[config.mk]
export PLATFORM = sky130hd
export DESIGN_NAME = irq_flag_ctrl
export DESIGN_NICKNAME = d
export VERILOG_FILES = /design/src/rtl/irq_flag_ctrl.sv
export SDC_FILE = /design/constraint.sdc
export NUM_CORES = 1
export LEC_CHECK = 0
export ABC_AREA = 1
export BUFFER_PORTS_ARGS = -buffer_cell sky130_fd_sc_hd__buf_4
export CAP_MARGIN = 20
export CORE_MARGIN = 2
export CORE_UTILIZATION = 40
export DETAILED_ROUTE_END_ITERATION = 6
export GPL_TIMING_DRIVEN = 0
export HOLD_SLACK_MARGIN = 0.15
export PLACE_DENSITY = 0.74
export SLEW_MARGIN = 15
export SYNTH_ARGS = -nofsm -noshare
export SYNTH_HDL_FRONTEND = slang
export SYNTH_SLANG_ARGS = --single-unit
export TNS_END_PERCENT = 20
[constraint.sdc]
create_clock -name clk -period 1 [get_ports clk]
set_clock_uncertainty 0.1 [all_clocks]
set_input_delay 0.2 -clock clk [delete_from_list [all_inputs] [get_ports clk]]
set_output_delay 0.2 -clock clk [all_outputs]
set_load 0.02 [all_outputs]
[src/rtl/irq_flag_ctrl.sv]
module irq_flag_ctrl #(
  parameter int W      = 8,
  parameter int T1_POS = 6,
  parameter int T2_POS = 5,
  parameter int SR_POS = 2
) (
  input  logic         clk,
  input  logic         rst_n,
  input  logic         wr_en,
  input  logic         reg_sel,
  input  logic [W-1:0] wdata,
  output logic [W-1:0] rdata,
  input  logic         t1_set,
  input  logic         t2_set,
  input  logic         sr_set,
  input  logic         t1_rdclr,
  input  logic         t2_rdclr,
  input  logic         sr_rdclr,
  output logic         irq
);
  localparam int FW = W - 1;
  localparam logic [FW-1:0] SRC_MASK =
    FW'((1 << T1_POS) | (1 << T2_POS) | (1 << SR_POS));

  logic [FW-1:0] flag_q, en_q;
  logic [FW-1:0] set_v, rdclr_v, wclr_v;
  logic          pend;

  always_comb begin
    set_v = '0;
    rdclr_v = '0;
    set_v[T1_POS]   = t1_set;
    set_v[T2_POS]   = t2_set;
    set_v[SR_POS]   = sr_set;
    rdclr_v[T1_POS] = t1_rdclr;
    rdclr_v[T2_POS] = t2_rdclr;
    rdclr_v[SR_POS] = sr_rdclr;
  end

  assign wclr_v = (wr_en && !reg_sel) ? wdata[FW-1:0] : '0;

  always_ff @(posedge clk) begin
    if (!rst_n) begin
      flag_q <= '0;
      en_q   <= '0;
    end else begin
      flag_q <= ((flag_q & ~(wclr_v | rdclr_v)) | set_v) & SRC_MASK;
      if (wr_en && reg_sel)
        en_q <= wdata[W-1] ? (en_q | wdata[FW-1:0]) : (en_q & ~wdata[FW-1:0]);
    end
  end

  assign pend  = |(flag_q & en_q);
  assign irq   = pend;
  assign rdata = reg_sel ? {1'b1, en_q} : {pend, flag_q};

  assert_sum_bit_R2: assert property (@(posedge clk) disable iff (!rst_n)
    !reg_sel |-> (rdata[W-1] == irq));
  assert_en_top_R3: assert property (@(posedge clk) disable iff (!rst_n)
    reg_sel |-> rdata[W-1]);
  assert_en_set_R4: assert property (@(posedge clk) disable iff (!rst_n)
    (wr_en && reg_sel && wdata[W-1]) |=>
      ((en_q & $past(wdata[FW-1:0])) == $past(wdata[FW-1:0])));
  assert_en_clr_R4: assert property (@(posedge clk) disable iff (!rst_n)
    (wr_en && reg_sel && !wdata[W-1]) |=>
      ((en_q & $past(wdata[FW-1:0])) == '0));
  assert_flag_wclr_R5: assert property (@(posedge clk) disable iff (!rst_n)
    (wr_en && !reg_sel && wdata[SR_POS] && !sr_set) |=> !flag_q[SR_POS]);
  assert_rdclr_t1_R6: assert property (@(posedge clk) disable iff (!rst_n)
    (t1_rdclr && !t1_set) |=> !flag_q[T1_POS]);
  assert_unused_zero_R7: assert property (@(posedge clk) disable iff (!rst_n)
    !reg_sel |-> ((rdata[FW-1:0] & ~SRC_MASK) == '0));
  assert_set_wins_R8: assert property (@(posedge clk) disable iff (!rst_n)
    t2_set |=> flag_q[T2_POS]);
endmodule

### After elaboration in Yosys (flattened, before gate mapping)

Index checks and enable logic that the tools add are counted.

* add/subtract/negate cells: 0
* $mul: 0
* divide/modulo/power cells: 0
* $lt $le $gt $ge: 0
* equality and inequality tests: 0
* shift-type cells: 0
* mux-type cells: 3
* bitwise logic cells: 8
* reductions and logical operators: 4

Operators by type and width (count)
* 7-bit AND: 3
* 7-bit OR: 3
* 7-bit two-way mux: 2
* 7-bit NOT: 2
* 8-bit two-way mux: 1
* 7-bit OR reduction: 1
* 1-bit logical AND: 2
* 1-bit zero test: 1

* bits in registers: 14
* latch bits: 0
* memory bits (writable): 0
* ROM bits: 0
* bits of input ports: 18
* output and inout port bits: 9
* logic and storage cells: 18
* memories kept: 0

### Depth between registers and ports, before layout

Gate-level depths: netlist (run 1).

* word-level depth: 7
* gate-level depth with buffers: 5
* depth with buffers taken out: 4

### Worst setup path after synthesis (run 1)

No wires, ideal clock.

* path type: input-to-output
* from: in reg_sel
* to: out rdata[2]
* arrival time: 0.969 ns
* data required time: 0.700 ns
* slack: -0.269 ns
* stages on the path: 3
* path buffers: 2
* cells stage by stage: buf_6 -> buf_2 -> o21ai_0

* word-level cells in the longest chain between the ends: 1

Ends and longest elaborated chain
* start, declared: RTL line 10 `input logic reg_sel,`
* 8-bit two-way mux: RTL line 55 `assign rdata = reg_sel ? {1'b1, en_q} : {pend, flag_q};`
* end, declared: RTL line 12 `output logic [W-1:0] rdata,`

No other way between the ends.

### Worst setup path after layout (run 1)

* from: reg flag_q[6]
* to: out rdata[7]

* word-level cells in the longest chain between the ends: 3

Ends and longest elaborated chain
* start, declared: RTL line 25 `logic [FW-1:0] flag_q, en_q;`
* start signal, assigned: RTL line 47 `flag_q <= ((flag_q & ~(wclr_v | rdclr_v)) | set_v) & SRC_MASK;`
* 7-bit AND: RTL line 53 `assign pend = |(flag_q & en_q);`
* 7-bit OR reduction: RTL line 53
* 8-bit two-way mux: RTL line 55

No other way between the ends.

==> impl_results.md, run 1 <==
- Placed Instance Area: roughly 800 µm²
- Sequential share of power: between 40% and 50%
- Max-capacitance violation count: 0
- 1st-iter DRT viols: 14
- Max IR drop VDD: 989 µV
- R2R setup slack: 0.19 ns
- Most common cell after layout, fill and taps aside: buf_4
- Worst setup margin: -0.231 ns
- Net Sw Frac: 26.8%
- Static Leakage: ~0.00048 µW
- Cell with the largest stage delay on the worst path: dfxtp_2
- Number of warnings issued by yosys: 0
- Clock-pin slew on the worst setup and hold paths: 0.07 ns
- Cell breakdown of the critical path: nand2_1 > nand4_1 > buf_4
- Kind of critical path: reg2out
- Die Width: between 40 and 50 µm
- Run status: complete, but fails checks
- Detailed-routing iteration count for the pre-antenna-repair pass: 2
- Flops & latches, synth: 10
- Fraction of final layout cells sized beyond drive strength 1: 50.4%
- Top-level I/O count: 27
- Avg Synthesized Cell Area: roughly 6.9 µm²
- Cells after Synth: 82
- Count of different cell masters after synthesis: 13
- Internal: 786 µW
- Total inserted antenna cells: 0
- Pin count of the biggest net entering global routing: 11
- Area of the mapped netlist: 564 µm²
- Final setup fails: 10
- Routed via count divided by cell count: 4.88
- RSZ-0062 raised after global routing: yes
- Number of nets in the layout: 140
- Max Buffers Root-to-Sink: 2
- Transition time at the pin with the least slew margin: 0.310 ns
- Final worst hold slack: 0.0743 ns
- Critical path required time: 0.70 ns
- Time the worst path needs with I/O delays and setup: around 1.2 ns
- Later-pin clock latency in the skew report: 0.27 ns
- Placer's final routability congestion estimate: 0.726
- Hold violation total from the final report: 0
- Top library cells by usage in the layout, fill and taps aside: buf_4, nand2_1, buf_6
- Row cnt: 13
- Vert. Die Dim: 41.6 µm
- Syn Nets: 100
- CTS Hold Buffers Added: 11
- Layout Area Growth over Synthesis: 77.2%
- Final period utilization: 123%
- Port Buffers: 24
- Gr usage total: 20.0%
- First-pass GRT wire length: 2.66 mm
- Via count: 664
- Total power divided by cell area: ~1100 nW/µm²
- Post-route setup TNS: -1.47 ns
- Path type of the worst min-delay path: in2reg
- CP Max Fanout: 2
- TritonCTS buffer count: 3
- Aggregate global routing overflow: 0
- Placement-stage worst setup slack: -0.145 ns
- Kind of start point of the critical path: register
- Layout Cell Area excl Fill: 1000 µm²
- Fraction of post-synthesis cell area in the top cell type by area: between 30% and 40%
- Proportion of power drawn by combinational gates: 25.0%
- H-tree depth: 1
- Effective utilization at floorplan: 42.8%
- Remaining design rule violation count: 0
- Endpoint class of the critical path: primary output
- Overall power after layout: 1070 µW
- Data arrival, critical path: ~0.93 ns
- Largest stage delay on the critical path: 0.32 ns
- Sequential fraction of the synthesis area: ~35%
- Clock sinks: 10
- Per-cell routed wire length: roughly 11 µm
- Detailed-placement wirelength estimate: 1.03 mm
- Failing checks: negative setup slack
- Post-synth top area cell: dfxtp_1
- Core area: 1320 µm²
- Post-DRT Antenna Nets: 0
- Switching Power: roughly 290 µW
- Via count of the first global-routing pass: between 600 and 700
- CTS tree: yes
- Buffer type at the clock tree root: clkbuf_4
- Die outline area: 1730 µm²
- Slew Viols, Final: 0
- Number of antenna violations at the first check in global routing: 0
- Top cells by area, synth: dfxtp_1, nand2_1, a21oi_1
- Total of fill cells in the finished design: 110
- Top achievable clock speed: 812 MHz
- Worst slew slack as a fraction of its limit: 79.2%
- Clk network pwr share: 34.9%
- Total wire length: 1.53 mm
power groups by stage:
stage | Sequential, µW | Clock, µW | Combinational [µW]
final | 430 | 375 | 268
after CTS | 429 | 388 | 261
after detailed placement | 433 | 0 | 218
after floorplan | 431 | 0 | 126
after global placement | 433 | 0 | 215
after global routing | 432 | 412 | 293
per-layer routing:
| metal | up-vias | global-route usage (%) | part of all wire (%) |
|---|---|---|---|
| met5 | - | 0 | 0 |
| met4 | 0 | 5.16 | 0 |
| met3 | 0 | 8.70 | 6.9 |
| met2 | 22 | 33.1 | 51 |
| met1 | 294 | 23.5 | 42 |
| li1 | 348 | - | - |
stage by stage:
stage               instances  utilization, %
floorplan                  82               -
global placement          121            60.7
detailed placement        121            60.7
CTS                       136            75.4
global route              136            75.9
finish                    136            75.9
what timing repair did:
| item | in CTS | in global routing |
|---|---|---|
| buffers inserted | 0 | 0 |
| pin swaps | 1 | 2 |
| gates cloned | 0 | 0 |
| endpoints found under the hold margin | 10 | 3 |
| endpoints found under the setup margin | 9 | 18 |
| gates resized for setup | 21 | 14 |
logic make-up after synthesis:
family | count (synthesis) | synth area share, %
compound gates | 13 | 11.5
buf+inv | 17 | 18.2
flops | 10 | 35.5
simple gates | 42 | 34.8
worst max-delay path, delay by kind of cell (launching register included):
kind	cells	cell delay [ns]
DFF	1	0.32
and+or+nand+nor	2	0.17
buffers and inverters	1	0.17
synth_stat cells:
master	instances
o21ai_0	3
a21oi_1	10
nand3_1	10
nor2_1	3
clkinv_1	1
nand3_2	1
inv_1	11
dfxtp_1	10
nand4_1	8
nand2_1	20
buf_6	2
buf_8	2
buf_2	1
path summary, 6_finish.rpt:
path | to | cells past startpoint | from
setup / recovery | rdata[7] | 3 | flag_q[6]$_SDFF_PN0_
hold / removal | flag_q[5]$_SDFF_PN0_ | 4 | t2_rdclr
setup reg to reg | flag_q[2]$_SDFF_PN0_ | 4 | flag_q[2]$_SDFF_PN0_
hold reg to reg | register | 2 | register
final cells by class:
class / instances / area, µm² / area share [%]
well taps: 15 / 18.8 / 1.88
plain buffers: 5 / 60.1 / 6.01
clock buffers: 4 / 36.3 / 3.63
repair buffers: 35 / 317 / 31.7
flip-flops and latches: 10 / 213 / 21.3
multi-input cells: 55 / 310 / 31.0
inverters: 12 / 45.0 / 4.51
Power figures use the tool's default switching activity.
==> run 2, diff against run 1 <==
- ABC_AREA: 1 -> 0
==> run 2 against run 1 <==
  * The run still ends with negative setup slack left
  * Critical path type unchanged
  * Critical path depth is the same
  * Flip-flop and latch count did not move
  * Sequential share of layout area increased by 1.9 points
  * Maximum frequency is 19% lower
  * Synthesized cell count down 32%
  * Worst hold slack better by 0.043 ns
  * Setup slack worse by 0.29 ns
  * Non-clock buffer count fell by 7
  * Global-route usage decreased by 3.6 points
  * Cell count is 24% lower
  * Sequential power about the same
==> impl_results.md, run 2 <==
- Detailed-routing iteration count for the pre-antenna-repair pass: 4 (+2)
- Static Leakage: 0.000460 µW (-3.3%)
- Max-capacitance violation count: 0 (unchanged)
- Kind of start point of the critical path: register
- Avg Synthesized Cell Area: 10.1 µm² (+47%)
- Die outline area: 1740 µm² (+0.60%)
- Slew Viols, Final: 0 (unchanged)
- Clock-pin slew on the worst setup and hold paths: 0.07 ns (about the same)
- Clock sinks: 10 (unchanged)
- Fraction of post-synthesis cell area in the top cell type by area: 35.2% (-0.23 points)
- Worst slew slack as a fraction of its limit: 76.9% (-2.3 points)
- Area of combinational cells with multiple inputs: 338 µm² (+8.9%)
- Time the worst path needs with I/O delays and setup: 1.52 ns (+0.288 ns)
- Total of fill cells in the finished design: 106 (-3.6%)
- Pin count of the biggest net entering global routing: 11 (unchanged)
- Gr usage total: 16.4% (-3.6 points)
- Most common cell after layout, fill and taps aside: buf_4
- Leading cell types by count after synthesis: dfxtp_1, nand2_1, mux2i_1
- Share of async-settable or async-resettable flops after synthesis: 0% (unchanged)
- Row cnt: 13 (unchanged)
- Data arrival, critical path: 1.22 ns (+0.29 ns)
- Port Buffers: 24 (unchanged)
- Syn Nets: 74 (-26%)
- Cells after Synth: 56 (-32%)
- Total inserted antenna cells: 0 (unchanged)
- Per-cell routed wire length: 12.5 µm (+11%)
- Cell Count, Final, Fillers Out: 104 (-24%)
- Area used by sequential logic in the layout: 213 µm² (unchanged)
- Overall power after layout: 1040 µW (-3.4%)
- Top achievable clock speed: 658 MHz (-19%)
- CTS Hold Buffers Added: 2 (-9)
- Via count: 512 (-23%)
- CP Max Fanout: 2 (unchanged)
- Post-synth top area cell: dfxtp_1
- Sum of met3 wire segment lengths after detailed routing: 89 µm (-15%)
- Core area: 1320 µm² (unchanged)
- Failing checks: negative setup slack
- Fraction of final layout cells sized beyond drive strength 1: 68.5% (+18 points)
- Vert. Die Dim: 41.7 µm (+0.30%)
- Die Width: 41.7 µm (+0.30%)
- Transition time at the pin with the least slew margin: 0.347 ns (+0.0364 ns)
- Layout Area Growth over Synthesis: 61.2%
- Area of the mapped netlist: 568 µm² (+0.67%)
- Detailed-placement wirelength estimate: 937 µm (-8.7%)
- Via count of the first global-routing pass: 526 (-15%)
- Number of enable-type register cells in the synthesized netlist: 0 (unchanged)
- Total wire length: 1.30 mm (-15%)
- Run status: complete, but fails checks
- First-pass GRT wire length: 2.23 mm (-16%)
- Placer's final routability congestion estimate: 0.719 (-1.0%)
- Top cells by area, synth: dfxtp_1, mux2i_1, nand3_2
- Aggregate global routing overflow: 0 (unchanged)
- Total power divided by cell area: 1130 nW/µm² (+5.4%)
- Remaining design rule violation count: 0 (unchanged)
- Effective utilization at floorplan: 43.1% (+0.28 points)
- Most used DFF post-synth: dfxtp_1
- Placed instance count: 95 (-21%)
- Number of antenna violations at the first check in global routing: 0 (unchanged)
- TritonCTS buffer count: 3 (unchanged)
- Sequential fraction of the synthesis area: 35.2% (-0.23 points)
- RSZ-0062 raised after global routing: yes
- Max IR drop VDD: 829 µV (-16%)
- Max Buffers Root-to-Sink: 2 (unchanged)
- Path type of the worst min-delay path: in2reg
- Most frequently used cell type in the post-synthesis netlist: dfxtp_1
- Final period utilization: 152% (+29 points)
- Kind of critical path: reg2out
- Top-level I/O count: 27 (unchanged)
- Met1 WL: 566 µm (-12%)
- Worst setup margin: -0.519 ns (-0.288 ns)
- Final setup fails: 10 (unchanged)
- Number of warnings issued by yosys: 0 (unchanged)
- Buffer type at the clock tree root: clkbuf_4
- Post-route setup TNS: -2.69 ns (-1.21 ns)
- Endpoint class of the critical path: primary output
- CTS tree: yes
- Count of different cell masters after synthesis: 17 (+4)
- Post-DRT Antenna Nets: 0 (unchanged)
- Hold violation total from the final report: 0 (unchanged)
- Routed via count divided by cell count: 4.92 (+0.83%)
- Top metal layer carrying routed signals: met4
- 1st-iter DRT viols: 6 (-8)
- H-tree depth: 1 (unchanged)
- Later-pin clock latency in the skew report: 0.26 ns (about the same)
- Top library cells by usage in the layout, fill and taps aside: buf_4, buf_6, dfxtp_2
- Critical path required time: 0.70 ns (about the same)
- Length of routed met2 wiring: 632 µm (-19%)
- Placement-stage worst setup slack: -0.238 ns (-0.0928 ns)
- Flops & latches, synth: 10 (unchanged)
- Number of nets in the layout: 108 (-23%)
## run 2: repair_timing
item,in CTS,in global routing
endpoints found under the setup margin,9,10
gates cloned,0,0
endpoints found under the hold margin,10,7
gates resized for setup,12,15
setup buffers,1,2
pin swaps,1,1
## run 2: layout make-up
| cell class | instances | area share, % |
|---|---|---|
| sequential | 10 | 23.2 |
| clock buffer | 4 | 3.96 |
| multi-input combinational | 41 | 36.9 |
| tap | 15 | 2.05 |
| inverter | 1 | 0.410 |
| timing repair buffer | 29 | 28.7 |
| buffer | 4 | 4.78 |
## run 2: metal layers
metal	global-route usage, %	vias to the layer above
li1	-	261
met1	19.3	229
met2	28.4	20
met3	3.04	2
met4	7.74	0
met5	0	-
## run 2: per-stage QoR
| step | util (%) | hold WS [ns] | area [µm²] |
|---|---|---|---|
| floorplan | - | 0.254 | 568 |
| CTS | 65.7 | 0.110 | 866 |
| global placement | 58.2 | 0.340 | 767 |
| detailed placement | 58.2 | 0.348 | 767 |
| finish | 69.5 | 0.118 | 916 |
| global route | 69.5 | 0.116 | 916 |
## run 2: worst max-delay path, stage by stage, from the launching register on
cell and delay, ns:
dfxtp_2 0.32, a222oi_1 0.38, nand2b_1 0.11, buf_6 0.14
## run 2: power by group
part           internal, µW  switching, µW  leakage [µW]  total [µW]
combinational           142           95.9      0.000353         238
clock                   221            147     0.0000210         368
sequential              420           10.8     0.0000859         431
total                   783            254      0.000460        1040
## run 2: worst paths after layout
kind | from | slack, ns | endpoint | depth (start not counted)
worst max register to register | flag_q[6]$_SDFF_PN0_ | -0.02 | flag_q[6]$_SDFF_PN0_ | 3
worst min-delay path | sr_set | 0.12 | flag_q[2]$_SDFF_PN0_ | 2
worst max-delay path | flag_q[6]$_SDFF_PN0_ | -0.52 | rdata[7] | 3
worst min register to register | register | 0.36 | register | 2
## run 2: cell families after synthesis
logic type             synth area share [%]
muxes                                  18.3
DFF                                    35.2
AOI/OAI and AO/OA                      7.71
and+or+nand+nor                        30.4
buffers and inverters                  8.37
